## src/rtl/lsp_pkg.sv

```systemverilog
package lsp_pkg;
  typedef enum logic [1:0] {
    OP_PARK  = 2'd0,
    OP_CHAIN = 2'd1,
    OP_XPAR  = 2'd2,
    OP_RSV   = 2'd3
  } op_e;

  typedef enum logic [1:0] {
    ST_NONE = 2'd0,
    ST_RTI  = 2'd1,
    ST_PDR  = 2'd2,
    ST_PIR  = 2'd3
  } stable_e;
endpackage

```

## src/rtl/lsp_mode_dec.sv

```systemverilog
module lsp_mode_dec
  import lsp_pkg::*;
#(
  parameter int NPORT = 7,
  parameter int SELW  = 3
) (
  input  op_e              op,
  input  logic [NPORT-1:0] mask,
  input  logic [SELW-1:0]  sel,
  output logic [NPORT-1:0] want
);
  always_comb begin
    want = '0;
    unique case (op)
      OP_CHAIN: want = mask;
      OP_XPAR: begin
        for (int i = 0; i < NPORT; i++)
          want[i] = (int'(sel) == i);
      end
      default: want = '0;
    endcase
  end
endmodule

```

## src/rtl/lsp_port_ctl.sv

```systemverilog
module lsp_port_ctl
  import lsp_pkg::*;
(
  input  logic    tck,
  input  logic    rst_n,
  input  logic    want,
  input  stable_e up_stable,
  input  logic    up_tms,
  input  logic    up_trst_n,
  output logic    act,
  output logic    tms_o,
  output logic    trst_n_o
);
  stable_e pst_q;
  logic    act_q;

  always_ff @(posedge tck or negedge rst_n) begin
    if (!rst_n) begin
      act_q <= 1'b0;
      pst_q <= ST_RTI;
    end else if (act_q) begin
      if (!want && up_stable != ST_NONE) begin
        act_q <= 1'b0;
        pst_q <= up_stable;
      end
    end else if (want && up_stable == pst_q) begin
      act_q <= 1'b1;
    end
  end

  assign act      = act_q;
  assign tms_o    = act_q & up_tms;
  assign trst_n_o = rst_n & (~act_q | up_trst_n);

  // rejoining happens only in the state the port was parked in
  a_r5_unpark_match: assert property (@(posedge tck) disable iff (!rst_n)
    $rose(act_q) |-> ($past(up_stable) == $past(pst_q)));

  // leaving the chain only from a stable upstream state
  a_r6_park_stable: assert property (@(posedge tck) disable iff (!rst_n)
    $fell(act_q) |-> ($past(up_stable) != ST_NONE));

  // the recorded code changes only at a park event
  a_r6_pst_hold: assert property (@(posedge tck) disable iff (!rst_n)
    !$fell(act_q) |-> $stable(pst_q));
endmodule

```

## src/rtl/lsp_chain_route.sv

```systemverilog
module lsp_chain_route #(
  parameter int NPORT = 7
) (
  input  logic             tck,
  input  logic             rst_n,
  input  logic [NPORT-1:0] act,
  input  logic             up_tdi,
  input  logic [NPORT-1:0] lsp_tdo,
  output logic [NPORT-1:0] lsp_tdi,
  output logic             up_tdo
);
  logic byp_q;
  logic tail;

  always_ff @(posedge tck or negedge rst_n) begin
    if (!rst_n) byp_q <= 1'b0;
    else        byp_q <= up_tdi;
  end

  always_comb begin
    tail = up_tdi;
    for (int i = 0; i < NPORT; i++) begin
      lsp_tdi[i] = tail;
      if (act[i]) tail = lsp_tdo[i];
    end
  end

  assign up_tdo = (|act) ? tail : byp_q;

  // one-cycle bypass when the chain is empty
  a_r7_bypass_delay: assert property (@(posedge tck) disable iff (!rst_n)
    (act == '0 && $past(rst_n)) |-> (up_tdo == $past(up_tdi)));
endmodule

```

## src/rtl/lsp_chain_cfg.sv

```systemverilog
module lsp_chain_cfg
  import lsp_pkg::*;
#(
  parameter int NPORT = 7,
  parameter int SELW  = $clog2(NPORT + 1),
  parameter int NFLAG = 4
) (
  input  logic             tck,
  input  logic             rst_n,
  input  logic             cfg_load,
  input  logic [1:0]       cfg_op,
  input  logic [NPORT-1:0] cfg_mask,
  input  logic [SELW-1:0]  cfg_sel,
  input  logic [1:0]       up_stable,
  input  logic             up_tms,
  input  logic             up_tdi,
  input  logic             up_trst_n,
  output logic             up_tdo,
  input  logic             oe,
  output logic [NPORT-1:0] lsp_tck,
  output logic [NPORT-1:0] lsp_tms,
  output logic [NPORT-1:0] lsp_tdi,
  input  logic [NPORT-1:0] lsp_tdo,
  output logic [NPORT-1:0] lsp_trst_n,
  output logic [NPORT-1:0] lsp_oe,
  output logic [NFLAG-1:0] lsp_hiz_flag
);
  op_e              op_q;
  logic [NPORT-1:0] mask_q;
  logic [SELW-1:0]  sel_q;
  logic [NPORT-1:0] want;
  logic [NPORT-1:0] port_act;
  stable_e          st;

  assign st = stable_e'(up_stable);

  always_ff @(posedge tck or negedge rst_n) begin
    if (!rst_n) begin
      op_q   <= OP_PARK;
      mask_q <= '0;
      sel_q  <= '0;
    end else if (cfg_load) begin
      op_q   <= op_e'(cfg_op);
      mask_q <= cfg_mask;
      sel_q  <= cfg_sel;
    end
  end

  lsp_mode_dec #(.NPORT(NPORT), .SELW(SELW)) u_dec (
    .op   (op_q),
    .mask (mask_q),
    .sel  (sel_q),
    .want (want)
  );

  for (genvar g = 0; g < NPORT; g++) begin : g_port
    lsp_port_ctl u_port (
      .tck       (tck),
      .rst_n     (rst_n),
      .want      (want[g]),
      .up_stable (st),
      .up_tms    (up_tms),
      .up_trst_n (up_trst_n),
      .act       (port_act[g]),
      .tms_o     (lsp_tms[g]),
      .trst_n_o  (lsp_trst_n[g])
    );
  end

  lsp_chain_route #(.NPORT(NPORT)) u_route (
    .tck     (tck),
    .rst_n   (rst_n),
    .act     (port_act),
    .up_tdi  (up_tdi),
    .lsp_tdo (lsp_tdo),
    .lsp_tdi (lsp_tdi),
    .up_tdo  (up_tdo)
  );

  assign lsp_tck      = {NPORT{tck}};
  assign lsp_oe       = {NPORT{oe}};
  assign lsp_hiz_flag = {NFLAG{~oe}};

  // a park mode seen at a stable edge leaves every port parked
  a_r2_park_all: assert property (@(posedge tck) disable iff (!rst_n)
    $past(op_q == OP_PARK && st != ST_NONE) |-> (port_act == '0));

  // transparent mode never has more than one port in the path once stable
  a_r8_xpar_single: assert property (@(posedge tck) disable iff (!rst_n)
    $past(op_q == OP_XPAR && st != ST_NONE) |-> ($countones(port_act) <= 1));

  // parked ports keep TMS low
  a_r4_parked_tms: assert property (@(posedge tck) disable iff (!rst_n)
    (port_act == '0) |-> (lsp_tms == '0));
endmodule

```

## config.mk

```make
export PLATFORM = sky130hd
export DESIGN_NAME = lsp_chain_cfg
export DESIGN_NICKNAME = d
export VERILOG_FILES = /design/src/rtl/lsp_pkg.sv /design/src/rtl/lsp_mode_dec.sv /design/src/rtl/lsp_port_ctl.sv /design/src/rtl/lsp_chain_route.sv /design/src/rtl/lsp_chain_cfg.sv
export SDC_FILE = /design/constraint.sdc
export NUM_CORES = 1
export LEC_CHECK = 0
export BUFFER_PORTS_ARGS = -buffer_cell sky130_fd_sc_hd__buf_2
export CAP_MARGIN = 20
export CORE_ASPECT_RATIO = 0.75
export CORE_MARGIN = 1
export CORE_UTILIZATION = 30
export CTS_CLUSTER_DIAMETER = 150
export DETAILED_ROUTE_END_ITERATION = 16
export SLEW_MARGIN = 20
export SYNTH_ARGS = -nofsm -noshare
export SYNTH_HDL_FRONTEND = slang
export SYNTH_SLANG_ARGS = --single-unit
```

## constraint.sdc

```tcl
create_clock -name tck -period 1.6 [get_ports tck]
set_input_delay 0.08 -clock tck [delete_from_list [all_inputs] [get_ports tck]]
set_output_delay 0.08 -clock tck [all_outputs]
set_load 0.02 [all_outputs]
```

==> flow_metrics.py, run 1 <==
metrics = {
    "sta": {
        "grt_setup_unrepaired": "true",
        "fin_ws_ns": -0.284,
        "finClkSkew_ns": 0.00780,
        "fin_crit_ns": 1.88,
        "finalCritPeriodShare": 1.18,
        "holdWs_ns": 0.0807,
        "hold_viol_final": 0,
        "worstMarginPinSlew_ns": 0.485,
        "finalMaxSlewViolations": 0,
        "fmax_mhz": 531,
        "slew_headroom": 0.675,
        "finalSetupViolations": 7,
    },
    "synthesis": {
        "netlist_instances": 219,
        "ys.flop_type": "dfrtp_1",
        "synthArstFlopShare": 1.00,
        "synth_nets": 249,
        "synth_area_um2": 2140,
        "yosysWarningCount": 0,
        "seq_area_frac_synth": 0.401,
        "syn_avg_cell_area_um2": 9.78,
        "synth_seq_cells": 34,
        "ys_types": 31,
        "synth_enable_flop_cells": 0,
    },
    "pwr": {
        "switchingPower_mw": 1.33,
        "power.density_nw_per_um2": 1320,
        "combPwrFrac": 0.292,
        "pwr-share-seq": 0.346,
        "power.share.clock": 0.362,
        "swShare": 0.350,
        "cellLeakagePower_nw": 1.31,
        "worst_ir_drop_vdd_uv": 1100,
        "p_int_mw": 2.47,
    },
    "critical_path": {
        "critPathKind": "flip-flop to primary output",
        "worstPathCellList": "mux2_4, mux2_4, mux2_4, buf_6",
        "crit_start": "g_port[0].u_port.act",
        "critPathRequiredTime_ns": 1.52,
        "slowest_stage": "dfrtp_1",
        "cp-end-kind": "primary output",
        "reg2reg_from": "op_q[0]",
        "path_common_cell": "mux2_4",
        "startpoint_type": "flip-flop",
        "r2r_slack_ns": -0.02,
        "worst-path-max-fanout": 2,
        "worstPathArrival_ns": 1.80,
        "cpPeakStageDelay_ns": 0.40,
    },
    "global_route": {
        "first_global_vias": 1640,
        "overflow": 0,
        "grt_max_degree": 35,
        "grt_pass1_wl_um": 7600,
        "grt_antenna_before_repair": 0,
        "globalRouteTotalUtil": 0.136,
    },
    "finish": {
        "drive_above_1_share": 0.519,
        "syn2layout_area_growth_pct": 34.8,
        "multi_input_area_um2": 1070,
        "final_nets": 317,
        "fillers": 704,
        "stdcell_count": 387,
        "sequential_cell_area_um2": 863,
        "antenna_cells": 0,
    },
    "detailed_routing": {
        "route.vias.total": 1711,
        "wirelength_um": 4590,
        "drtIter0Drc": 56,
        "viasPerCell": 4.42,
        "drtAntennaViolNets": 0,
        "wire_per_inst_um": 11.9,
        "drt_pass1_iterations": 4,
        "drc": 0,
    },
    "floorplanning": {
        "row_count": 26,
        "die-area_um2": 7490,
        "die_y_um": 75.2,
        "core_area_um2": 6860,
        "die_w_um": 99.6,
        "start_util": 0.312,
        "io_pins": 68,
    },
    "status": {
        "violations": "negative setup slack",
        "status": "finished with violations",
    },
    "hold_path": {
        "min_from": "cfg_load",
        "hp-class": "primary input to flip-flop",
    },
    "place": {
        "dp.cells": 352,
        "port_buffers": 67,
        "place_hpwl_um": 3180,
        "gp_congestion": 0.750,
    },
    "cts": {
        "tritoncts": "yes",
        "path_clk_slew_ns": 0.07,
        "clk_latency_ns": 0.40,
    },
    "job": {
        "drv_cap": 0,
    },
}
[timing repair]
action                                  CTS  global route
pin swaps                                 6             9
setup buffers                             4             5
hold buffers                             14             0
endpoints found under the setup margin    8            16
endpoints found under the hold margin    40             0
gates resized for setup                  22            15
[cells by family (layout without fill, tap and decap cells)]
logic type / count (synthesis) / in the layout / share of synthesized area
DFF: 34 / 34 / 0.401
adders and majority gates: 2 / 2 / 0.0117
buffers and inverters: 49 / 119 / 0.145
muxes: 13 / 13 / 0.0701
AOI/OAI and AO/OA: 50 / 50 / 0.172
and+or+nand+nor: 57 / 57 / 0.143
xor gates and xnor gates: 14 / 14 / 0.0572
[routing by layer]
metal | GRT usage | vias to the layer above | part of all wire
li1 | - | 854 | -
met1 | 0.169 | 792 | 0.48
met2 | 0.211 | 60 | 0.44
met3 | 0.0566 | 5 | 0.065
met4 | 0.0621 | 0 | 0.011
met5 | 0 | - | 0
[worst max-delay path: cells and delay by family (launching register included)]
kind                   cells  cell delay (ns)
buffers and inverters      1             0.13
DFF                        1             0.40
muxes                      3             0.87
[per-stage QoR]
step                      power (mW)  TNS, ns  instance area [um2]  utilization  worst slack [ns]
after CTS                       3.80    -1.15                 2800        0.407            -0.270
after global placement          2.66  -0.0208                 2400        0.349           -0.0208
after detailed placement        2.70  -0.0540                 2400        0.349           -0.0466
after global routing            4.06    -1.75                 2890        0.421            -0.329
after floorplan                 2.57  -0.0384                 2140            -           -0.0384
final                           3.80    -1.23                 2890        0.421            -0.284
[power groups by stage]
stage               clock, mW  combinational, mW  sequential [mW]
finish                   1.38               1.11             1.32
global route             1.48               1.23             1.35
CTS                      1.41               1.08             1.32
detailed placement      0.409              0.961             1.33
global placement        0.409              0.940             1.32
floorplan               0.511              0.782             1.27
[placed cells by master (no fill, tap or decap), types with 2 or more instances in the layout]
cell | netlist | final
xnor2_1 | 14 | 14
mux2_2 | 12 | 10
o21ai_0 | 10 | 9
and2_1 | 7 | 7
inv_1 | 6 | 4
clkinv_2 | 0 | 2
mux2_4 | 1 | 3
nand4bb_1 | 3 | 3
buf_4 | 33 | 20
a21o_1 | 7 | 7
nand3_1 | 16 | 11
a21oi_1 | 8 | 7
buf_2 | 3 | 61
dlygate4sd3_1 | 0 | 14
nand4b_1 | 3 | 3
nand3_2 | 0 | 5
inv_2 | 0 | 2
dfrtp_1 | 27 | 24
nand2_1 | 20 | 19
dfstp_2 | 7 | 7
a21boi_0 | 7 | 7
clkbuf_8 | 0 | 10
dfrtp_2 | 0 | 3
nor2_1 | 3 | 2
buf_6 | 0 | 5
a21bo_1 | 2 | 2
a21bo_2 | 12 | 12
[final cells by class]
type | instances | area share
Timing Repair Buffer | 93 | 0.214
Sequential cell | 34 | 0.299
Clock inverter | 2 | 0.00347
Inverter | 6 | 0.00780
Multi-Input combinational cell | 136 | 0.372
Clock buffer | 18 | 0.0611
Tap cell | 98 | 0.0425
[synthesized netlist by cell type, types with 2 or more instances]
cell       instances  share of area
a21bo_2           12          0.056
nand2_1           20          0.035
buf_2              3         0.0070
nand3_1           16          0.037
buf_4             33           0.12
and2_1             7          0.020
ha_1               2          0.012
nand4bb_1          3          0.016
o21ai_0           10          0.023
a21bo_1            2         0.0093
inv_1              6          0.011
dfstp_2            7          0.086
mux2_2            12          0.063
nor2_1             3         0.0053
xnor2_1           14          0.057
nand4b_1           3          0.012
a21o_1             7          0.025
clkbuf_1           7          0.012
a21oi_1            8          0.019
dfrtp_1           27           0.32
a21boi_0           7          0.025
[final timing paths]
| path | endpoint | cells past startpoint |
|---|---|---|
| hold reg to reg | g_port[5].u_port.pst_q[1] | 1 |
| max in group asynchronous | g_port[5].u_port.pst_q[0] | 3 |
| min in group asynchronous | g_port[1].u_port.pst_q[1] | 3 |
| setup reg to reg | g_port[0].u_port.pst_q[1] | 6 |
| setup / recovery | lsp_tdi[3] | 4 |
| hold / removal | op_q[0] | 2 |
[sequential cells by signal, summed over array words and instances (netlist names)]
signal	count
sel_q	3
g_port.u_port.act	7
u_route.byp_q	1
g_port.u_port.pst_q	14
mask_q	7
op_q	2
(Power assumes the default switching activity.)
==> run 2, diff against run 1 <==
Settings changed: CORE_UTILIZATION 30 to 38.
==> run 2 against run 1 <==
  * Highest routed layer unchanged
  * Critical path type unchanged
  * First-iteration DRC count grew 1.8%
  * Die area decreased by 21%
  * Clock-buffer cell count grew 2
  * Final area decreased by 2.8%
  * Clock power about the same
  * Largest power group unchanged
  * The flow still finishes with violations (negative setup slack)
==> flow_metrics.py, run 2 (synthesis gave the netlist of run 1 again) <==
metrics = {
    "floorplanning": {
        "core_area_um2": 5380,
        "die-area_um2": 5940,
        "die_w_um": 88.7,
        "io_pins": 68,
        "die_y_um": 67.0,
        "start_util": 0.398,
        "row_count": 23,
    },
    "critical_path": {
        "r2r_slack_ns": -0.06,
        "critPathRequiredTime_ns": 1.52,
        "cp-end-kind": "primary output",
        "worstRegToRegCells": 6,
        "startpoint_type": "flip-flop",
        "worstPathArrival_ns": 1.80,
        "worst-path-max-fanout": 3,
        "critPathKind": "flip-flop to primary output",
    },
    "status": {
        "status": "finished with violations",
        "violations": "negative setup slack",
    },
    "cts": {
        "clk_latency_ns": 0.39,
        "tritoncts": "yes",
        "path_clk_slew_ns": 0.07,
    },
    "global_route": {
        "first_global_vias": 1566,
        "grt_max_degree": 35,
        "globalRouteTotalUtil": 0.163,
        "grt_antenna_before_repair": 0,
        "overflow": 0,
        "grt_pass1_wl_um": 7060,
    },
    "finish": {
        "syn2layout_area_growth_pct": 31.0,
        "drive_above_1_share": 0.488,
        "fin_util": 0.522,
        "largest-register": "g_port.u_port.pst_q",
        "fillers": 498,
        "final_nets": 315,
        "final_area_um2": 2810,
        "mostFrequentLayoutCell": "buf_2",
        "sequential_cell_area_um2": 862,
        "antenna_cells": 0,
        "stdcell_count": 362,
        "final_cell_mix": "buf_2 (61), dfrtp_1 (25), nand2_1 (20)",
        "largest_reg_flops": 14,
        "multi_input_area_um2": 1040,
    },
    "place": {
        "port_buffers": 67,
        "dp_slack_ns": -0.0747,
        "dpl_cell_area_um2": 2360,
        "dp.cells": 328,
        "gp_congestion": 0.705,
        "place_hpwl_um": 3040,
    },
    "sta": {
        "finalSetupViolations": 8,
        "holdWs_ns": 0.0832,
        "finalCritPeriodShare": 1.18,
        "finClkSkew_ns": 0.00697,
        "worstMarginPinSlew_ns": 0.530,
        "slew_headroom": 0.646,
        "fin_ws_ns": -0.282,
        "setup_tns_ns": -1.09,
        "finalMaxSlewViolations": 0,
        "grt_setup_unrepaired": "true",
        "fin_crit_ns": 1.88,
        "fmax_mhz": 531,
        "hold_viol_final": 0,
    },
    "hold_path": {
        "hold_depth": 3,
        "hp-class": "primary input to flip-flop",
    },
    "pwr": {
        "power_mw": 3.74,
        "cellLeakagePower_nw": 1.28,
        "worst_ir_drop_vdd_uv": 1070,
        "power.density_nw_per_um2": 1330,
    },
    "detailed_routing": {
        "wire_per_inst_um": 12.4,
        "drc": 0,
        "drtIter0Drc": 57,
        "drt_pass1_iterations": 4,
        "viasPerCell": 4.64,
        "wirelength_um": 4490,
        "drtAntennaViolNets": 0,
        "route.vias.total": 1678,
    },
    "job": {
        "drv_cap": 0,
    },
}
-- run 2: cell types whose count changed in the layout (fill, tap and decap cells not counted), sizes merged --
cell / delta
clkinv: -2
buf: -2
clkbuf: +2
-- run 2: worst paths after layout --
check,from,end
setup / recovery,g_port[0].u_port.act,lsp_tdi[3]
hold / removal,cfg_load,op_q[1]
setup reg to reg,op_q[0],g_port[0].u_port.pst_q[1]
hold reg to reg,g_port[2].u_port.pst_q[1],g_port[2].u_port.pst_q[1]
max in group asynchronous,rst_n,g_port[5].u_port.pst_q[0]
min in group asynchronous,rst_n,g_port[3].u_port.act
-- run 2: what timing repair did --
action,4_1_cts,5_1_grt
setup buffers,4,4
hold endpoints to repair,40,0
gates resized for setup,14,15
hold buffers,14,0
pin swaps,4,9
setup endpoints to repair,8,20
-- run 2: worst max-delay path, cell delays in order, from the launching register on --
cell     delay [ns]
dfrtp_1        0.40
mux2_4         0.32
mux2_4         0.28
mux2_4         0.27
buf_6          0.13
-- run 2: power breakdown --
group | internal [mW] | leakage, nW | switching [mW] | total, mW
clock network | 0.698 | 0.103 | 0.657 | 1.36
logic | 0.618 | 0.768 | 0.456 | 1.07
registers | 1.14 | 0.406 | 0.170 | 1.31
-- run 2: cell type report --
class / count / area share
Multi-Input combinational cell: 136 / 0.371
Inverter: 6 / 0.00802
Clock buffer: 20 / 0.0655
Tap cell: 75 / 0.0334
Timing Repair Buffer: 91 / 0.214
Sequential cell: 34 / 0.307
-- run 2: per-layer routing --
| layer | GRT usage | share of wire | up-vias |
|---|---|---|---|
| met1 | 0.199 | 0.48 | 773 |
| met2 | 0.254 | 0.46 | 48 |
| met5 | 0 | 0 | - |
| met3 | 0.0533 | 0.046 | 7 |
| met4 | 0.0887 | 0.010 | 0 |
| li1 | - | - | 850 |
